`src/rtl/rhd_pkg.sv`:
```
package rhd_pkg;

  localparam int unsigned RHD_ADDR_W_DFLT = 7;

  // Distance of a slot from the head of the ring; 0 = oldest.
  function automatic int slot_age(int idx, int head, int depth);
    return ((idx - head) % depth + depth) % depth;
  endfunction

endpackage

```
`src/rtl/rhd_ptr_track.sv`:
```
module rhd_ptr_track #(
  parameter int unsigned DEPTH = 8,
  localparam int unsigned IDX_W = $clog2(DEPTH)
) (
  input  logic             clk,
  input  logic             rst_n,
  input  logic             push,
  input  logic             pop,
  output logic [IDX_W-1:0] head_q,
  output logic [IDX_W-1:0] tail_q
);

  logic [IDX_W:0] count_q;

  always_ff @(posedge clk) begin
    if (!rst_n) begin
      head_q  <= '0;
      tail_q  <= '0;
      count_q <= '0;
    end else begin
      if (push) tail_q <= tail_q + 1'b1;
      if (pop)  head_q <= head_q + 1'b1;
      if (push && !pop)      count_q <= count_q + 1'b1;
      else if (pop && !push) count_q <= count_q - 1'b1;
    end
  end

  AST_NO_OVERFLOW: assert property (@(posedge clk) disable iff (!rst_n)
    (push && !pop) |-> (count_q < (IDX_W+1)'(DEPTH)));

  AST_NO_UNDERFLOW: assert property (@(posedge clk) disable iff (!rst_n)
    pop |-> (count_q != '0));

  AST_RESET_PTRS: assert property (@(posedge clk)
    !rst_n |=> (head_q == '0 && tail_q == '0));

endmodule

```
`src/rtl/rhd_compare.sv`:
```
module rhd_compare
  import rhd_pkg::*;
#(
  parameter int unsigned ADDR_W = RHD_ADDR_W_DFLT,
  parameter int unsigned DEPTH  = 8,
  localparam int unsigned IDX_W = $clog2(DEPTH)
) (
  input  logic                    clk,
  input  logic                    rst_n,
  input  logic [ADDR_W-1:0]       rd_addr,
  input  logic                    push,
  input  logic [ADDR_W-1:0]       push_addr,
  input  logic                    pop,
  input  logic [DEPTH*ADDR_W-1:0] slot_addr,
  input  logic [DEPTH-1:0]        slot_valid,
  input  logic [IDX_W-1:0]        head_q,
  input  logic [IDX_W-1:0]        tail_q,
  output logic                    any_match,
  output logic [IDX_W-1:0]        young_idx
);

  logic [DEPTH-1:0] eff_vld;
  logic [DEPTH-1:0] hit;

  for (genvar g = 0; g < DEPTH; g++) begin : g_slot
    logic              is_tail;
    logic              is_head;
    logic [ADDR_W-1:0] eff_addr;
    assign is_tail  = push && (tail_q == IDX_W'(g));
    assign is_head  = pop  && (head_q == IDX_W'(g));
    assign eff_addr = is_tail ? push_addr : slot_addr[g*ADDR_W +: ADDR_W];
    assign eff_vld[g] = (slot_valid[g] && !is_head) || is_tail;
    assign hit[g]   = eff_vld[g] && (eff_addr == rd_addr);
  end

  always_comb begin
    int best_age;
    best_age  = -1;
    young_idx = '0;
    for (int i = 0; i < DEPTH; i++) begin
      if (hit[i] && slot_age(i, int'(head_q), DEPTH) > best_age) begin
        best_age  = slot_age(i, int'(head_q), DEPTH);
        young_idx = IDX_W'(i);
      end
    end
  end

  assign any_match = |hit;

  AST_EMPTY_NO_HIT: assert property (@(posedge clk) disable iff (!rst_n)
    (eff_vld == '0) |-> !any_match);

  AST_YOUNG_IS_HIT: assert property (@(posedge clk) disable iff (!rst_n)
    any_match |-> hit[young_idx]);

endmodule

```
`src/rtl/rhd_pin.sv`:
```
module rhd_pin #(
  parameter int unsigned DEPTH = 8,
  localparam int unsigned IDX_W = $clog2(DEPTH)
) (
  input  logic             clk,
  input  logic             rst_n,
  input  logic             rd_valid,
  input  logic             any_match,
  input  logic [IDX_W-1:0] young_idx,
  input  logic             pop,
  input  logic [IDX_W-1:0] head_q,
  output logic             pin_vld,
  output logic [IDX_W-1:0] pin_idx
);

  logic pin_release;
  assign pin_release = pin_vld && pop && (head_q == pin_idx);

  always_ff @(posedge clk) begin
    if (!rst_n) begin
      pin_vld <= 1'b0;
      pin_idx <= '0;
    end else if (!rd_valid) begin
      pin_vld <= 1'b0;
    end else if (pin_vld) begin
      if (pin_release) pin_vld <= 1'b0;
    end else if (any_match) begin
      pin_vld <= 1'b1;
      pin_idx <= young_idx;
    end
  end

  AST_PIN_HOLDS: assert property (@(posedge clk) disable iff (!rst_n)
    (pin_vld && rd_valid && !pin_release) |=> (pin_vld && $stable(pin_idx)));

  AST_PIN_FREED: assert property (@(posedge clk) disable iff (!rst_n)
    pin_release |=> !pin_vld);

  AST_IDLE_DROPS: assert property (@(posedge clk) disable iff (!rst_n)
    !rd_valid |=> !pin_vld);

endmodule

```
`src/rtl/raw_hazard_detector.sv`:
```
module raw_hazard_detector
  import rhd_pkg::*;
#(
  parameter int unsigned ADDR_W = RHD_ADDR_W_DFLT,
  parameter int unsigned DEPTH  = 8
) (
  input  logic                       clk,
  input  logic                       rst_n,
  input  logic                       rd_valid,
  input  logic [ADDR_W-1:0]          rd_addr,
  input  logic                       xfer_busy,
  input  logic                       push,
  input  logic [ADDR_W-1:0]          push_addr,
  input  logic                       pop,
  input  logic [DEPTH*ADDR_W-1:0]    slot_addr,
  input  logic [DEPTH-1:0]           slot_valid,
  output logic                       conflict,
  output logic [$clog2(DEPTH)-1:0]   match_idx,
  output logic                       rd_hold
);

  localparam int unsigned IDX_W = $clog2(DEPTH);

  logic [IDX_W-1:0] head_q;
  logic [IDX_W-1:0] tail_q;
  logic             any_match;
  logic [IDX_W-1:0] young_idx;
  logic             pin_vld;
  logic [IDX_W-1:0] pin_idx;

  rhd_ptr_track #(.DEPTH(DEPTH)) u_ptr (
    .clk(clk), .rst_n(rst_n), .push(push), .pop(pop),
    .head_q(head_q), .tail_q(tail_q)
  );

  rhd_compare #(.ADDR_W(ADDR_W), .DEPTH(DEPTH)) u_cmp (
    .clk(clk), .rst_n(rst_n), .rd_addr(rd_addr), .push(push),
    .push_addr(push_addr), .pop(pop), .slot_addr(slot_addr),
    .slot_valid(slot_valid), .head_q(head_q), .tail_q(tail_q),
    .any_match(any_match), .young_idx(young_idx)
  );

  rhd_pin #(.DEPTH(DEPTH)) u_pin (
    .clk(clk), .rst_n(rst_n), .rd_valid(rd_valid), .any_match(any_match),
    .young_idx(young_idx), .pop(pop), .head_q(head_q),
    .pin_vld(pin_vld), .pin_idx(pin_idx)
  );

  assign conflict  = rd_valid && (pin_vld || any_match);
  assign match_idx = pin_vld ? pin_idx : young_idx;
  assign rd_hold   = rd_valid && (conflict || xfer_busy);

  AST_BUSY_BLOCKS: assert property (@(posedge clk) disable iff (!rst_n)
    (rd_valid && xfer_busy) |-> rd_hold);

  AST_BYPASS_FREE: assert property (@(posedge clk) disable iff (!rst_n)
    (rd_valid && !xfer_busy && !any_match && !pin_vld) |-> !rd_hold);

  AST_HIT_FLAGS: assert property (@(posedge clk) disable iff (!rst_n)
    (rd_valid && any_match) |-> conflict);

  AST_IDLE_QUIET: assert property (@(posedge clk) disable iff (!rst_n)
    !rd_valid |-> (!conflict && !rd_hold));

endmodule

```
`config.mk`:
```
export PLATFORM = sky130hd
export DESIGN_NAME = raw_hazard_detector
export DESIGN_NICKNAME = d
export VERILOG_FILES = /design/src/rtl/rhd_pkg.sv /design/src/rtl/rhd_ptr_track.sv /design/src/rtl/rhd_compare.sv /design/src/rtl/rhd_pin.sv /design/src/rtl/raw_hazard_detector.sv
export SDC_FILE = /design/constraint.sdc
export NUM_CORES = 1
export LEC_CHECK = 0
export BUFFER_PORTS_ARGS = -buffer_cell sky130_fd_sc_hd__buf_2
export CAP_MARGIN = 30
export CORE_MARGIN = 4
export CORE_UTILIZATION = 50
export DETAILED_ROUTE_END_ITERATION = 10
export GPL_TIMING_DRIVEN = 0
export PLACE_DENSITY_LB_ADDON = 0.15
export SLEW_MARGIN = 20
export SYNTH_ARGS = -nofsm -noshare
export SYNTH_HDL_FRONTEND = slang
export SYNTH_SLANG_ARGS = --single-unit
```
`constraint.sdc`:
```
create_clock -name clk -period 27.2 [get_ports clk]
set_input_delay 5.44 -clock clk [delete_from_list [all_inputs] [get_ports clk]]
set_output_delay 5.44 -clock clk [all_outputs]
set_load 0.1 [all_outputs]
```
# After elaboration in Yosys (flattened, before gate mapping)
# Cells that the tools add are included.
[word_totals]
reg_bits = 10
input_bits = 84
[op_classes]
addsub = 18
n_lt_le_gt_ge = 8
n_eq_ne = 23
n_mux = 26
n_bitwise = 17
reduce_logical = 83
[op_table]
columns = ["op", "n"]
rows = [
  ["4-bit by 32-bit > comparator with 1-bit output", 7],
  ["32-bit 2-to-1 mux", 7],
  ["7-bit == test", 8],
  ["7-bit 2-to-1 mux", 8],
  ["4-bit by 5-bit adder with 6-bit output, second input constant", 8],
  ["3-bit OR reduction", 16],
  ["1-bit logical AND", 44],
  ["3-bit == test, second input constant", 8],
  ["1-bit AND", 16],
  ["3-bit by 3-bit subtractor with 4-bit output, first input constant", 4],
  ["3-bit 2-to-1 mux", 5],
  ["3-bit by 2-bit == test with 1-bit output, second input constant", 4],
  ["1-bit logical OR", 10],
  ["1-bit logical NOT", 8],
  ["8-bit OR reduction", 1],
  ["1-bit by 3-bit subtractor with 4-bit output, first input constant", 2],
  ["2-bit by 3-bit subtractor with 4-bit output, first input constant", 2],
  ["3-bit by 1-bit adder with 3-bit output, second input constant", 2],
  ["3-bit by 1-bit == test with 1-bit output, second input constant", 2],
  ["3-bit logical NOT", 2],
  ["4-bit by 1-bit > comparator with 1-bit output, second input constant", 1],
  ["1-bit 2-to-1 mux", 4],
  ["2-bit 2-to-1 mux", 2],
  ["3-bit == test", 1],
  ["3 further kinds", 3],
]

# Depth between registers and ports, before layout
[logic_depth]
depth_word = 31
mapped_depth = 63
mapped_depth_nobuf = 61

# Modules after synthesis
# From an unflattened synthesis, not the netlist that was laid out.
[hier_totals]
hier_cells = 451
hier_area_um2 = 3357.0
[modules_own_cells]
columns = ["module", "instances", "cells_each", "area_per_inst_um2"]
rows = [
  ["rhd_compare", 1, 405, 2856.5],
  ["rhd_ptr_track", 1, 24, 255.2],
  ["rhd_pin", 1, 17, 195.2],
  ["raw_hazard_detector", 1, 5, 50.0],
]

# Least setup slack after synthesis
# OpenSTA, ideal clock, no wires.
[synth_timing]
path_kind = "input to output"
start = "input port rd_addr[4]"
end = "output port match_idx[2]"
arrival_time_ns = 16.534
t_required_ns = 21.760
setup_slack_ns = 5.226
stages = 56
path_buffers = 2
cell_sequence = "buf_2 > inv_2 > buf_2 > o22ai_1 > nor4_1 > o2111ai_4 > nor2_1 > ha_1 > a21o_1 > a311oi_1 > a41oi_2 > inv_1 > ha_1 > nor2b_1 > o21a_1 > o21ai_0 > a21boi_1 > or2_2 > [20 not listed] > o31a_1 > nor2_1 > o21bai_1 > ha_1 > nor2b_1 > o21a_1 > o21ai_0 > o21a_1 > nor2_1 > mux2i_1 > o31ai_1 > ha_1 > a21o_1 > a21oi_1 > a31oi_1 > o21a_1 > nor2_1 > a31oi_1"
[synth_between]
elab_chain_cells = 26
word_cells_on_any_way = 43
[synth_rtl]
columns = ["item", "line_no", "rtl"]
rows = [
  ["start: declaration", "raw_hazard_detector.sv:10", "input logic [ADDR_W-1:0] rd_addr,"],
  ["7-bit == test", "rhd_compare.sv:33", "assign hit[g] = eff_vld[g] && (eff_addr == rd_addr);"],
  ["1-bit logical AND", "rhd_compare.sv:33", ""],
  ["1-bit logical AND", "rhd_compare.sv:41", "if (hit[i] && slot_age(i, int'(head_q), DEPTH) > best_age) begin"],
  ["32-bit 2-to-1 mux", "rhd_compare.sv:41", ""],
  ["4-bit by 32-bit > comparator with 1-bit output", "rhd_compare.sv:41", ""],
  ["1-bit logical AND", "rhd_compare.sv:41", ""],
  ["32-bit 2-to-1 mux", "rhd_compare.sv:41", ""],
  ["4-bit by 32-bit > comparator with 1-bit output", "rhd_compare.sv:41", ""],
  ["[10 not listed]", "n/a", ""],
  ["32-bit 2-to-1 mux", "rhd_compare.sv:41", ""],
  ["4-bit by 32-bit > comparator with 1-bit output", "rhd_compare.sv:41", ""],
  ["1-bit logical AND", "rhd_compare.sv:41", ""],
  ["32-bit 2-to-1 mux", "rhd_compare.sv:41", ""],
  ["4-bit by 32-bit > comparator with 1-bit output", "rhd_compare.sv:41", ""],
  ["1-bit logical AND", "rhd_compare.sv:41", ""],
  ["3-bit 2-to-1 mux *", "rhd_compare.sv:41", ""],
  ["3-bit 2-to-1 mux *", "raw_hazard_detector.sv:50", "assign match_idx = pin_vld ? pin_idx : young_idx;"],
  ["end: declaration", "raw_hazard_detector.sv:18", "output logic [$clog2(DEPTH)-1:0] match_idx,"],
]
# Mark *: on every way between the ends. The rest lies on a longest branch, timed or not.

# Worst setup path after layout
[layout_timing]
start = "input port rd_addr[4]"
end = "output port match_idx[1]"
# Same word-level chain as after synthesis.

==> results.md <==
- Synthesis warning total: 0
- DRT antenna net count: 0
- Ys flop type: dfxtp_1
- Sw frac: 0.456
- Routed wire length: 11,100 um
- Setup CP Type: primary input to output pin
- Global-route layer with the greatest usage: met2
- Clock Latency Late Sink: ~240 ps
- Wire per inst: 18.1 um
- Via density: roughly 6.2
- Nets: 657
- Gate power share: 0.635
- Fmax achieved: 0.0445 GHz
- Area Growth Syn to Fin: 16.5%
- GRT met1 Usage: 0.331
- Max Slew Vio Count: 0
- Leakage: 1.91 nW
- Final setup TNS: 0 ps
- Sequential share of the synthesized area: 0.0600
- Worst Skew: roughly 2.7 ps
- CP bufs+invs: 6
- CTS Buffer Depth: 2
- Antenna Cells: 0
- CP max-delay cell: nor4_1
- Internal power: 0.0545 mW
- Worst Path Required: 21,760 ps
- Initial drt markers: 199
- Unrepaired setup endpoints after global routing: no
- Cell Area, Synth: around 3300 um2
- Clk root buf: clkbuf_8
- Die Area: 8040 um2
- Hold-fix buffers at CTS: 0
- Layout cells sized above 1: 0.235
- Least-Margin Pin Slew: 639 ps
- Final Core Density: 0.605
- CTS tree: done
- Width of the die: 89.7 um
- First-pass GRT wire length: 16,900 um
- Clk slew on worst S/H paths: 50 ps
- Height of the die: between 80 and 90 um
- P per Cell Area: 25.7 nW/um2
- Peak supply drop: roughly 48 uV
- Crit share post-route: 0.827
- CP Capture Type: output pin
- Count of final hold-check violations: 0
- Ys async rst share: 0
- Slowest stage delay, CP: around 500 ps
- Congestion Overflow GR: 0
- Post-synth cell types: 74
- CTS resizes: 0
- Hold WS: 569 ps
- # clock sinks: 10
- Slew HR: 0.568
- # setup viols final: 0
- Seq pwr share: 0.177
- GRT Util Overall: 0.267
- Number of I/O port buffers: 80
- #FFs+latches synth: 10
- CORE AREA: around 6400 um2
- Max cap viols: 0
- Initial antenna violation count: 0
- Net Sw Power: 0.0456 mW
- Std-Cell Rows: 29
- CTS Buf Count: 3
- DRC: 0
- H-tree levels: 1
- TritonRoute pass-1 iters: 5
- Synthesized Nets: 572
- CP dominant cell by count: ha_1
- Met3 track utilization from global routing: 0.0201
- Critical path arrival: 17,050 ps
- Vias: 3,810
- Worst Hold Class: register to register
- Top Ports: 89
- Place WS: around 5000 ps
- Max FO, Critical Path: 10
- Largest delay contributor family on the critical path: compound AO/OA/AOI/OAI gates
- Status: finished clean
- Setup ws final: roughly 4700 ps
- Post-DP HPWL: 9140 um
- Clock power frac: 0.187
- Starting Density: 0.519
- Largest net degree at the start of global routing: 13
- Gpl congestion: 1.01
- Post-CTS Setup Inserts: 0
- Final period demand of the worst path: about 22,000 ps
- Post-Syn Instances: 453
- Post-synth EDFFs: 0
- CP startpoint kind: primary input
- Met2 GRT Util: 0.488
- Vias in the first global route: 3,556
- Synthesized area per cell: 7.36 um2
[cells by family (layout without fill, tap and decap cells)]
family,count (synthesis),after routing,synth area share
AOI/OAI and AO/OA,133,133,0.289
buffers and inverters,56,140,0.0750
xor gates and xnor gates,33,33,0.0866
adders and majority gates,35,35,0.131
and+or+nand+nor,154,154,0.259
DFF,10,10,0.0600
muxes,32,32,0.0986
[flip-flops by register name, summed over array words and instances, names as in the netlist]
name           flops
u_pin.pin_vld      1
u_ptr.tail_q       3
u_ptr.head_q       3
u_pin.pin_idx      3
[power by group through the flow]
stage	combinational (mW)	clock, mW	sequential, mW
finish	0.0636	0.0188	0.0178
global route	0.0694	0.0205	0.0180
CTS	0.0630	0.0193	0.0178
detailed placement	0.0627	0	0.0181
global placement	0.0615	0	0.0180
floorplan	0.0449	0	0.0173
[metrics by stage]
step                      area [um2]  power, mW  instances
after CTS                       3890      0.100        614
after global placement          3830     0.0795        610
after global routing            3890      0.108        614
after detailed placement        3830     0.0808        610
after floorplan                 3340     0.0622        453
final                           3890      0.100        614
[worst paths after layout]
path	startpoint	cells past startpoint	slack, ps	endpoint
worst max-delay path	rd_addr[4]	57	4710	match_idx[1]
worst min-delay path	u_ptr.tail_q[1]$_SDFFE_PN0P_	2	570	u_ptr.tail_q[1]$_SDFFE_PN0P_
worst max register to register	u_ptr.head_q[0]$_SDFFE_PN0P_	58	14290	u_pin.pin_idx[1]$_SDFFE_PN0P_
worst min register to register	u_ptr.tail_q[1]$_SDFFE_PN0P_	2	570	u_ptr.tail_q[1]$_SDFFE_PN0P_
[cell type report]
type,count,area [um2]
buffer,22,123
timing repair buffer,80,400
inverter,34,128
multi-input combinational,387,2890
fill,635,2530
clock buffer,4,55.1
sequential,10,200
tap,77,96.3
[worst reg2reg max path, delay by kind of cell, from the launching register on]
| kind | cells | cell delay [ps] |
|---|---|---|
| compound gates | 28 | 4630 |
| simple gates | 14 | 2990 |
| fa+ha+maj | 9 | 2580 |
| buf+inv | 4 | 1130 |
| mux | 3 | 990 |
| flops | 1 | 470 |
[routing by layer]
metal	vias to the layer above	part of all wire
li1	1855	-
met1	1713	0.41
met2	215	0.47
met3	27	0.093
met4	0	0.024
met5	-	0
[synthesized netlist by cell type, types with 4 or more instances]
cell type / n / area share
ha_1: 35 / 0.13
inv_1: 31 / 0.035
nand2_1: 30 / 0.034
mux2i_1: 25 / 0.075
nor2_1: 25 / 0.028
nand3_1: 23 / 0.035
o21ai_0: 22 / 0.033
xnor2_1: 22 / 0.058
a21oi_1: 16 / 0.024
nor2b_1: 13 / 0.024
o22ai_1: 12 / 0.023
nand2b_1: 11 / 0.021
xor2_1: 11 / 0.029
dfxtp_1: 10 / 0.060
o21a_1: 9 / 0.020
a31oi_1: 8 / 0.015
buf_2: 8 / 0.012
clkbuf_1: 8 / 0.0090
nand4_1: 7 / 0.013
nor3_1: 7 / 0.011
or2_2: 7 / 0.013
mux2_2: 6 / 0.020
nor4_1: 6 / 0.011
o221ai_1: 5 / 0.013
a21o_1: 4 / 0.0090
a2bb2oi_1: 4 / 0.011
and3_1: 4 / 0.0075
nand3b_1: 4 / 0.0090
o21ai_1: 4 / 0.0060
[placed cells by master (no fill, tap or decap), types with 4 or more instances in the layout]
cell	instances
xnor2_1	22
nand3b_1	4
o21ai_0	22
o221ai_1	5
nand3_1	23
nor3_1	7
a21o_1	4
clkbuf_1	8
nor2_1	25
nand2b_1	11
o21ai_1	4
o21a_1	9
dfxtp_1	10
mux2_2	6
and3_1	4
mux2i_1	25
nand4_1	7
a31oi_1	8
a2bb2oi_1	4
o22ai_1	12
ha_1	35
or2_2	7
nor2b_1	13
a21oi_1	16
nand2_1	30
inv_1	31
clkbuf_8	4
buf_2	88
nor4_1	6
xor2_1	11
(Power assumes the default switching activity.)
